--- config.mk ---
export PLATFORM = sky130hd
export DESIGN_NAME = desc_stack
export DESIGN_NICKNAME = d
export VERILOG_FILES = /design/src/rtl/stk_pkg.sv /design/src/rtl/stk_ptr_ctrl.sv /design/src/rtl/stk_mem.sv /design/src/rtl/stk_flags.sv /design/src/rtl/desc_stack.sv
export SDC_FILE = /design/constraint.sdc
export NUM_CORES = 2
export LEC_CHECK = 0
export BUFFER_PORTS_ARGS = -buffer_cell sky130_fd_sc_hd__buf_2
export CAP_MARGIN = 40
export CORE_UTILIZATION = 50
export DETAILED_ROUTE_END_ITERATION = 7
export PLACE_DENSITY_LB_ADDON = 0.3
export SYNTH_ARGS = -nofsm -noshare
export SYNTH_HDL_FRONTEND = slang
export SYNTH_SLANG_ARGS = --single-unit
--- constraint.sdc ---
create_clock -name clk -period 4.75 [get_ports clk]
set_input_delay 0.2375 -clock clk [delete_from_list [all_inputs] [get_ports clk]]
set_output_delay 0.2375 -clock clk [all_outputs]
set_load 0.005 [all_outputs]
--- src/rtl/stk_pkg.sv ---
package stk_pkg;

    localparam int STK_PTR_W_DEF  = 8;
    localparam int STK_DATA_W_DEF = 8;

    // Operation chosen for one cycle
    typedef enum logic [2:0] {
        OP_IDLE  = 3'd0,
        OP_PUSH  = 3'd1,
        OP_POP   = 3'd2,
        OP_LOAD  = 3'd3,
        OP_UNDER = 3'd4,
        OP_CLASH = 3'd5
    } stk_op_e;

    // Pulse outputs registered after each cycle
    typedef struct packed {
        logic rd_valid;
        logic underflow;
        logic clash;
    } stk_flags_t;

    function automatic stk_op_e stk_classify(input logic push,
                                             input logic pop,
                                             input logic load,
                                             input logic empty);
        int reqs;
        stk_op_e op;
        reqs = int'(push) + int'(pop) + int'(load);
        if (reqs > 1)      op = OP_CLASH;
        else if (push)     op = OP_PUSH;
        else if (pop)      op = empty ? OP_UNDER : OP_POP;
        else if (load)     op = OP_LOAD;
        else               op = OP_IDLE;
        return op;
    endfunction

    function automatic stk_flags_t stk_flags_of(input stk_op_e op);
        stk_flags_t f;
        f.rd_valid  = (op == OP_POP);
        f.underflow = (op == OP_UNDER);
        f.clash     = (op == OP_CLASH);
        return f;
    endfunction

endpackage

--- src/rtl/stk_ptr_ctrl.sv ---
module stk_ptr_ctrl
    import stk_pkg::*;
#(
    parameter int PTR_W = STK_PTR_W_DEF
) (
    input  logic             clk,
    input  logic             rst,
    input  stk_op_e          op,
    input  logic [PTR_W-1:0] load_val,
    output logic [PTR_W-1:0] ptr,
    output logic [PTR_W-1:0] ptr_up,
    output logic             empty
);

    localparam logic [PTR_W-1:0] EMPTY_PTR = '1;
    localparam logic [PTR_W-1:0] ONE       = PTR_W'(1);

    logic [PTR_W-1:0] ptr_nxt;

    assign ptr_up = ptr + ONE;
    assign empty  = (ptr == EMPTY_PTR);

    always_comb begin
        unique case (op)
            OP_PUSH: ptr_nxt = ptr - ONE;
            OP_POP:  ptr_nxt = ptr_up;
            OP_LOAD: ptr_nxt = load_val;
            default: ptr_nxt = ptr;
        endcase
    end

    always_ff @(posedge clk) begin
        if (rst) ptr <= EMPTY_PTR;
        else     ptr <= ptr_nxt;
    end

endmodule

--- src/rtl/stk_mem.sv ---
module stk_mem
    import stk_pkg::*;
#(
    parameter int DATA_W = STK_DATA_W_DEF,
    parameter int ADDR_W = STK_PTR_W_DEF
) (
    input  logic              clk,
    input  logic              rst,
    input  logic              we,
    input  logic [ADDR_W-1:0] waddr,
    input  logic [DATA_W-1:0] wdata,
    input  logic              re,
    input  logic [ADDR_W-1:0] raddr,
    output logic [DATA_W-1:0] rdata
);

    localparam int DEPTH = 1 << ADDR_W;

    logic [DATA_W-1:0] cells [DEPTH];

    always_ff @(posedge clk) begin
        if (we) cells[waddr] <= wdata;
    end

    always_ff @(posedge clk) begin
        if (rst)     rdata <= '0;
        else if (re) rdata <= cells[raddr];
    end

endmodule

--- src/rtl/stk_flags.sv ---
module stk_flags
    import stk_pkg::*;
(
    input  logic       clk,
    input  logic       rst,
    input  stk_op_e    op,
    output stk_flags_t flags
);

    always_ff @(posedge clk) begin
        if (rst) flags <= '0;
        else     flags <= stk_flags_of(op);
    end

endmodule

--- src/rtl/desc_stack.sv ---
module desc_stack
    import stk_pkg::*;
#(
    parameter int PTR_W  = STK_PTR_W_DEF,
    parameter int DATA_W = STK_DATA_W_DEF
) (
    input  logic              clk,
    input  logic              rst,
    input  logic              push_i,
    input  logic              pop_i,
    input  logic [DATA_W-1:0] wdata_i,
    input  logic              load_i,
    input  logic [PTR_W-1:0]  load_val_i,
    output logic [PTR_W-1:0]  ptr_o,
    output logic [DATA_W-1:0] rdata_o,
    output logic              rvalid_o,
    output logic              underflow_o,
    output logic              conflict_o
);

    stk_op_e          op;
    stk_flags_t       flags;
    logic [PTR_W-1:0] ptr;
    logic [PTR_W-1:0] ptr_up;
    logic             empty;

    assign op = stk_classify(push_i, pop_i, load_i, empty);

    stk_ptr_ctrl #(.PTR_W(PTR_W)) u_ptr (
        .clk      (clk),
        .rst      (rst),
        .op       (op),
        .load_val (load_val_i),
        .ptr      (ptr),
        .ptr_up   (ptr_up),
        .empty    (empty)
    );

    // Write at the current pointer; read at the pointer plus one
    stk_mem #(.DATA_W(DATA_W), .ADDR_W(PTR_W)) u_mem (
        .clk   (clk),
        .rst   (rst),
        .we    (op == OP_PUSH),
        .waddr (ptr),
        .wdata (wdata_i),
        .re    (op == OP_POP),
        .raddr (ptr_up),
        .rdata (rdata_o)
    );

    stk_flags u_flags (
        .clk   (clk),
        .rst   (rst),
        .op    (op),
        .flags (flags)
    );

    assign ptr_o       = ptr;
    assign rvalid_o    = flags.rd_valid;
    assign underflow_o = flags.underflow;
    assign conflict_o  = flags.clash;

endmodule

* Yosys cells after proc, flatten, opt, wreduce, memory -nomap -nowiden
Memories as Yosys holds them, arrays and structs flattened. A register that Yosys moved wholly into a read port is not among the register bits. Index checks and enable logic that the tools add are counted.
Cells by class: $add $sub $neg 4, order comparisons 1, equality and inequality tests 6, multiplexer cells 8, reductions and logical operators 1
Operator list (count):
- 8-bit case mux with 3 select lines | 1
- 3-bit 2-to-1 mux | 4
- 8-bit by 1-bit adder with 8-bit output (second input constant) | 1
- 8-bit equality test (second input constant) | 1
- 8-bit by 1-bit subtractor with 8-bit output (second input constant) | 1
- 3-bit by 2-bit equality test with 1-bit output (second input constant) | 2
- 3-bit equality test (second input constant) | 2
- 2-bit by 1-bit adder with 3-bit output | 1
- 3-bit by 1-bit equality test with 1-bit output (second input constant) | 1
- 3-bit by 1-bit > comparator with 1-bit output (second input constant) | 1
- 3-bit nonzero test | 1
- 1-bit by 1-bit adder with 2-bit output | 1
- 1-bit 2-to-1 mux | 2
- 2-bit 2-to-1 mux | 1
Storage, ports and cells: flip-flop bits (word level) 11, RAM bits 2048, bits of input ports 21, output and inout bits 19, word-level logic and storage cells 25, memories kept 1
Memory list:
- u_mem.cells | depth 256, bits a word 8, read ports 1, clocked after memory_dff 1, write ports 1, RTL line stk_mem.sv:19 | logic [DATA_W-1:0] cells [DEPTH];

* Logic depth before layout (Yosys ltp)
word-level depth 8, gate-level depth with buffers 18, gate-level depth less buffers 9

* By module
From an unflattened synthesis, not the netlist that was laid out.
Unflattened totals: cell total of the unflattened synthesis 4065, area, all modules 81505.7 µm²
Modules (own cells, without submodules):
- stk_mem | instances 1, cells an instance 3938, area each 80524.7 µm², sequential area each 61659.1 µm²
- stk_ptr_ctrl | instances 1, cells an instance 109, area each 812.0 µm², sequential area each 160.2 µm²
- stk_flags | instances 1, cells an instance 6, area each 90.1 µm², sequential area each 60.1 µm²
- desc_stack | instances 1, cells an instance 12, area each 78.8 µm², sequential area each 0.0 µm²

* Worst setup path before layout
Ideal clock, no wire load.
path kind register to register, start reg u_ptr.ptr[0], end reg u_mem.rdata[4] (read register of u_mem.cells), setup time 116 ps, arrival 3894 ps, required time 4634 ps, slack 740 ps, cell stages (with the launch flop) 16, buffers on the path 8, clock period less this slack 4010 ps, cell sequence dfxtp_1 buf_6 buf_6 buf_4 buf_4 inv_2 buf_1 ha_1 buf_4 clkbuf_1 clkbuf_1 mux4_2 mux4_2 a221oi_1 o21ai_1 and4_1
Between the ends: cells in the longest elaborated chain, start to end 6, elaborated cells between the ends (all ways) 7, those cells by class add/sub: 1; eq/ne: 2; mux: 4
RTL lines:
- from (decl) | RTL line stk_ptr_ctrl.sv:10 | output logic [PTR_W-1:0] ptr,
- from (signal assigned) | RTL line stk_ptr_ctrl.sv:34 | else ptr <= ptr_nxt;
- 8-bit equality test | RTL line stk_ptr_ctrl.sv:21 | assign empty = (ptr == EMPTY_PTR);
- 3-bit 2-to-1 mux (2 in a row) | RTL line stk_pkg.sv:32 | else if (pop) op = empty ? OP_UNDER : OP_POP;
- 3-bit 2-to-1 mux | RTL line stk_pkg.sv:31 | else if (push) op = OP_PUSH;
- 3-bit 2-to-1 mux | RTL line stk_pkg.sv:30 | if (reqs > 1) op = OP_CLASH;
- 3-bit by 2-bit equality test with 1-bit output | RTL line desc_stack.sv:46 | .re (op == OP_POP),
- to (decl) | RTL line stk_mem.sv:14 | output logic [DATA_W-1:0] rdata
Several ways; a longest one is shown, not always the timed one. A chain may end at the register's enable or synchronous reset.

* Worst setup path after layout
start reg u_ptr.ptr[1], end reg u_mem.rdata[5] (read register of u_mem.cells)
Same word-level chain as after synthesis.

==> impl_metrics.csv <==
group,metric,value,unit
clocking,clockBufferDepth,3,
finish,final_net_count,3912,
grt,grt_pass1_vias,38675,
finish,drive_above_1_share,0.279,
yosys,yosysWarnings,0,
detailed_routing,drc,29,
detailed_routing,first_pass_iters,8,
yosys,synth_common_cells,"edfxtp_1, mux4_2, nor2_1, nand2_1, clkbuf_1",
power_and_ir_drop,swShare,0.258,
yosys,ys_seq_area_frac,0.768,
worst_setup_path,path_buf_inv,3,
finish,multiInputGateArea,17600,µm²
grt,grt_start_max_net_pins,189,
detailed_routing,detail_route.wl_per_cell,31.6,µm
clocking,post_cts.repair.setup_buffers,0,
grt,grt_pass1_wl,281,mm
finish,seqCellArea,61900,µm²
yosys,synth.most_common_cell,"edfxtp_1",
yosys,yosys.area.top_type,"edfxtp_1",
clocking,clock_sinks,2067,
timing,finalSetupViolations,0,
timing,hold_viol,0,
yosys,synth_area_per_cell,22.0,µm²
floorplan,fp.dieW,403,µm
detailed_routing,dr.first_iter.drc_count,5190,
worst_setup_path,critPathLaunchType,"flop",
floorplan,die_area,163000,µm²
power_and_ir_drop,pwr-share-clk,0.366,
worst_setup_path,slowest_delay,0.79,ns
power_and_ir_drop,p_switching,10.9,mW
timing,hold_ws,0.0166,ns
yosys,netlist_area,80600,µm²
run_status,outcome,"complete, but fails checks",
worst_setup_path,crit_fanout,39,
floorplan,rows,146,
timing,period_needed,4.34,ns
worst_setup_path,cp_top_family,"compound AO/OA/AOI/OAI gates",
flow_run,drv_cap,0,
floorplan,ioPinCount,40,
clocking,cts_tree,"built",
worst_setup_path,cp_slowest_cell,"ha_4",
floorplan,die_h,403,µm
clocking,clkLatencyLatePin,0.86,ns
power_and_ir_drop,p_comb_frac,0.156,
timing,finalCritPeriodShare,0.913,
placed_design,gp_congestion,0.992,
yosys,postSynthCellCount,3655,
worst_setup_path,crit_path_cell_trace,"inv_1, ha_4, buf_12, buf_4, mux4_2, o21ai_0, a32oi_1, a311oi_1, nor4_1",
finish,synthToLayoutAreaGrowth,12.9,%
run_status,violations,"DRC",
timing,tns,0,ns
timing,fmax,230,MHz
worst_setup_path,end_kind,"flop",
timing,timing_worst_slew_pin_value,1.06,ns
placed_design,post-dp-hpwl,119,mm
timing,relSlewSlack,0.294,
clocking,cts-root-buf,"clkbuf_16",
timing,slew_viol_final,0,
detailed_routing,postRouteAntennaNets,0,
detailed_routing,vias_per_cell,6.28,
yosys,synth.distinct_cells,64,
yosys,ys_async_sr_fraction,0,
clocking,cts-htree-levels,4,
power_and_ir_drop,ir_drop,0.000417,V
clocking,clk_pin_slew,0.07,ns
floorplan,initial_core_util,0.506,
detailed_routing,wirelength,196,mm
yosys,ys.flop_type,"edfxtp_1",
power_and_ir_drop,powerDensity,463,nW/µm²
worst_setup_path,required,5.46,ns
yosys,synth_edf_count,2048,
worst_setup_path,cp_data_arrival_time,5.05,ns
power_and_ir_drop,power.leakage,28.3,nW
yosys,synth-seq-cells,2067,
detailed_routing,num_vias,38962,
grt,grt_usage,0.244,
timing,rsz0062_at_grt,"no",
hold_path,worst_hold_path_type,"in -> reg",
finish,n_fill_cell,11416,
timing,clock_skew,0.0560,ns
power_and_ir_drop,p_seq_frac,0.478,
floorplan,coreArea,159000,µm²
yosys,synthTopCellsByArea,"edfxtp_1, mux4_2, nor2_1",
grt,gr-total-overflow,0,
power_and_ir_drop,cell_internal_pwr,31.2,mW
worst_setup_path,path_class,"reg -> reg",
placed_design,io_buffers,39,
yosys,synth_top_area_frac,0.763,
clocking,cts_made_buffers,202,
grt,antenna_found_initial,6,
yosys,syn_nets,3683,
stage by stage:
step                      worst slack, ns  area, µm²  utilization  total power [mW]  cells
final                               0.411      91000        0.572              42.1   6209
after global routing                0.412      91000        0.572              43.2   6204
after CTS                           0.607      90900        0.572              42.3   6202
after detailed placement            0.512      84400        0.531              27.0   5809
after global placement              0.550      84100        0.528              26.9   5790
after floorplan                     0.740      80600            -              24.4   3655
layer usage:
layer  wire, µm  global-route usage
met1      78200               0.349
met2      90900               0.365
met3      21600              0.0703
met4       5870              0.0749
met5         25             0.00862
final timing paths:
kind | slack (ns) | start | to | depth (start not counted)
max | 0.41 | u_ptr.ptr[1] | u_mem.rdata[5] | 9
min | 0.02 | wdata_i[0] | u_mem.cells[245][0] | 1
max reg2reg | 0.41 | u_ptr.ptr[1] | u_mem.rdata[5] | 9
min reg2reg | 0.73 | u_mem.rdata[5] | u_mem.rdata[5] | 2
flip-flops by register name, summed over array words and instances (netlist names):
register       flops
u_flags.flags      3
u_mem.cells     2048
u_mem.rdata        8
u_ptr.ptr          8
cells by family after synthesis:
| family | Yosys count | share of synthesized area |
|---|---|---|
| AOI/OAI and AO/OA | 134 | 0.0121 |
| xor gates and xnor gates | 14 | 0.00203 |
| adders and majority gates | 7 | 0.00109 |
| buffers and inverters | 218 | 0.0151 |
| DFF | 2067 | 0.768 |
| muxes | 646 | 0.172 |
| and+or+nand+nor | 569 | 0.0298 |
power by group through the flow:
stage | sequential [mW] | clock (mW) | combinational, mW
final | 20.1 | 15.4 | 6.56
after global routing | 20.1 | 16.3 | 6.78
after CTS | 20.1 | 15.6 | 6.52
after detailed placement | 20.5 | 0 | 6.49
after global placement | 20.5 | 0 | 6.43
after floorplan | 20.5 | 0 | 3.93
cell type report:
type / instances / area share
Tap cell: 2146 / 0.0295
Timing Repair Buffer: 236 / 0.0261
Clock inverter: 140 / 0.0129
Sequential cell: 2067 / 0.680
Antenna cell: 5 / 0.000138
Clock buffer: 238 / 0.0570
Multi-Input combinational cell: 1370 / 0.194
Inverter: 7 / 0.000289
layout by cell type, fill, tap and decap left out, types with 13 or more instances in the layout:
master	Yosys	final
edfxtp_1	2048	2048
mux2i_1	53	53
mux4_2	591	591
buf_4	45	137
a31oi_1	14	14
clkinv_2	0	42
nor4_1	13	13
dfxtp_1	19	17
bufinv_16	0	13
clkinv_1	0	62
a221oi_1	13	13
nand3_1	49	49
clkbuf_16	0	202
nand2_2	1	16
buf_2	57	31
nand2_1	153	138
a32oi_1	19	19
clkbuf_1	83	36
buf_12	0	39
o21ai_0	15	13
dlygate4sd3_1	0	15
nor2_1	299	299
repair_timing:
action	CTS	global route
resized for setup	0	0
endpoints found under the hold margin	214	0
hold buffers	15	0
endpoints found under the setup margin	0	0
Note: power is estimated with default switching activity, not from simulation.
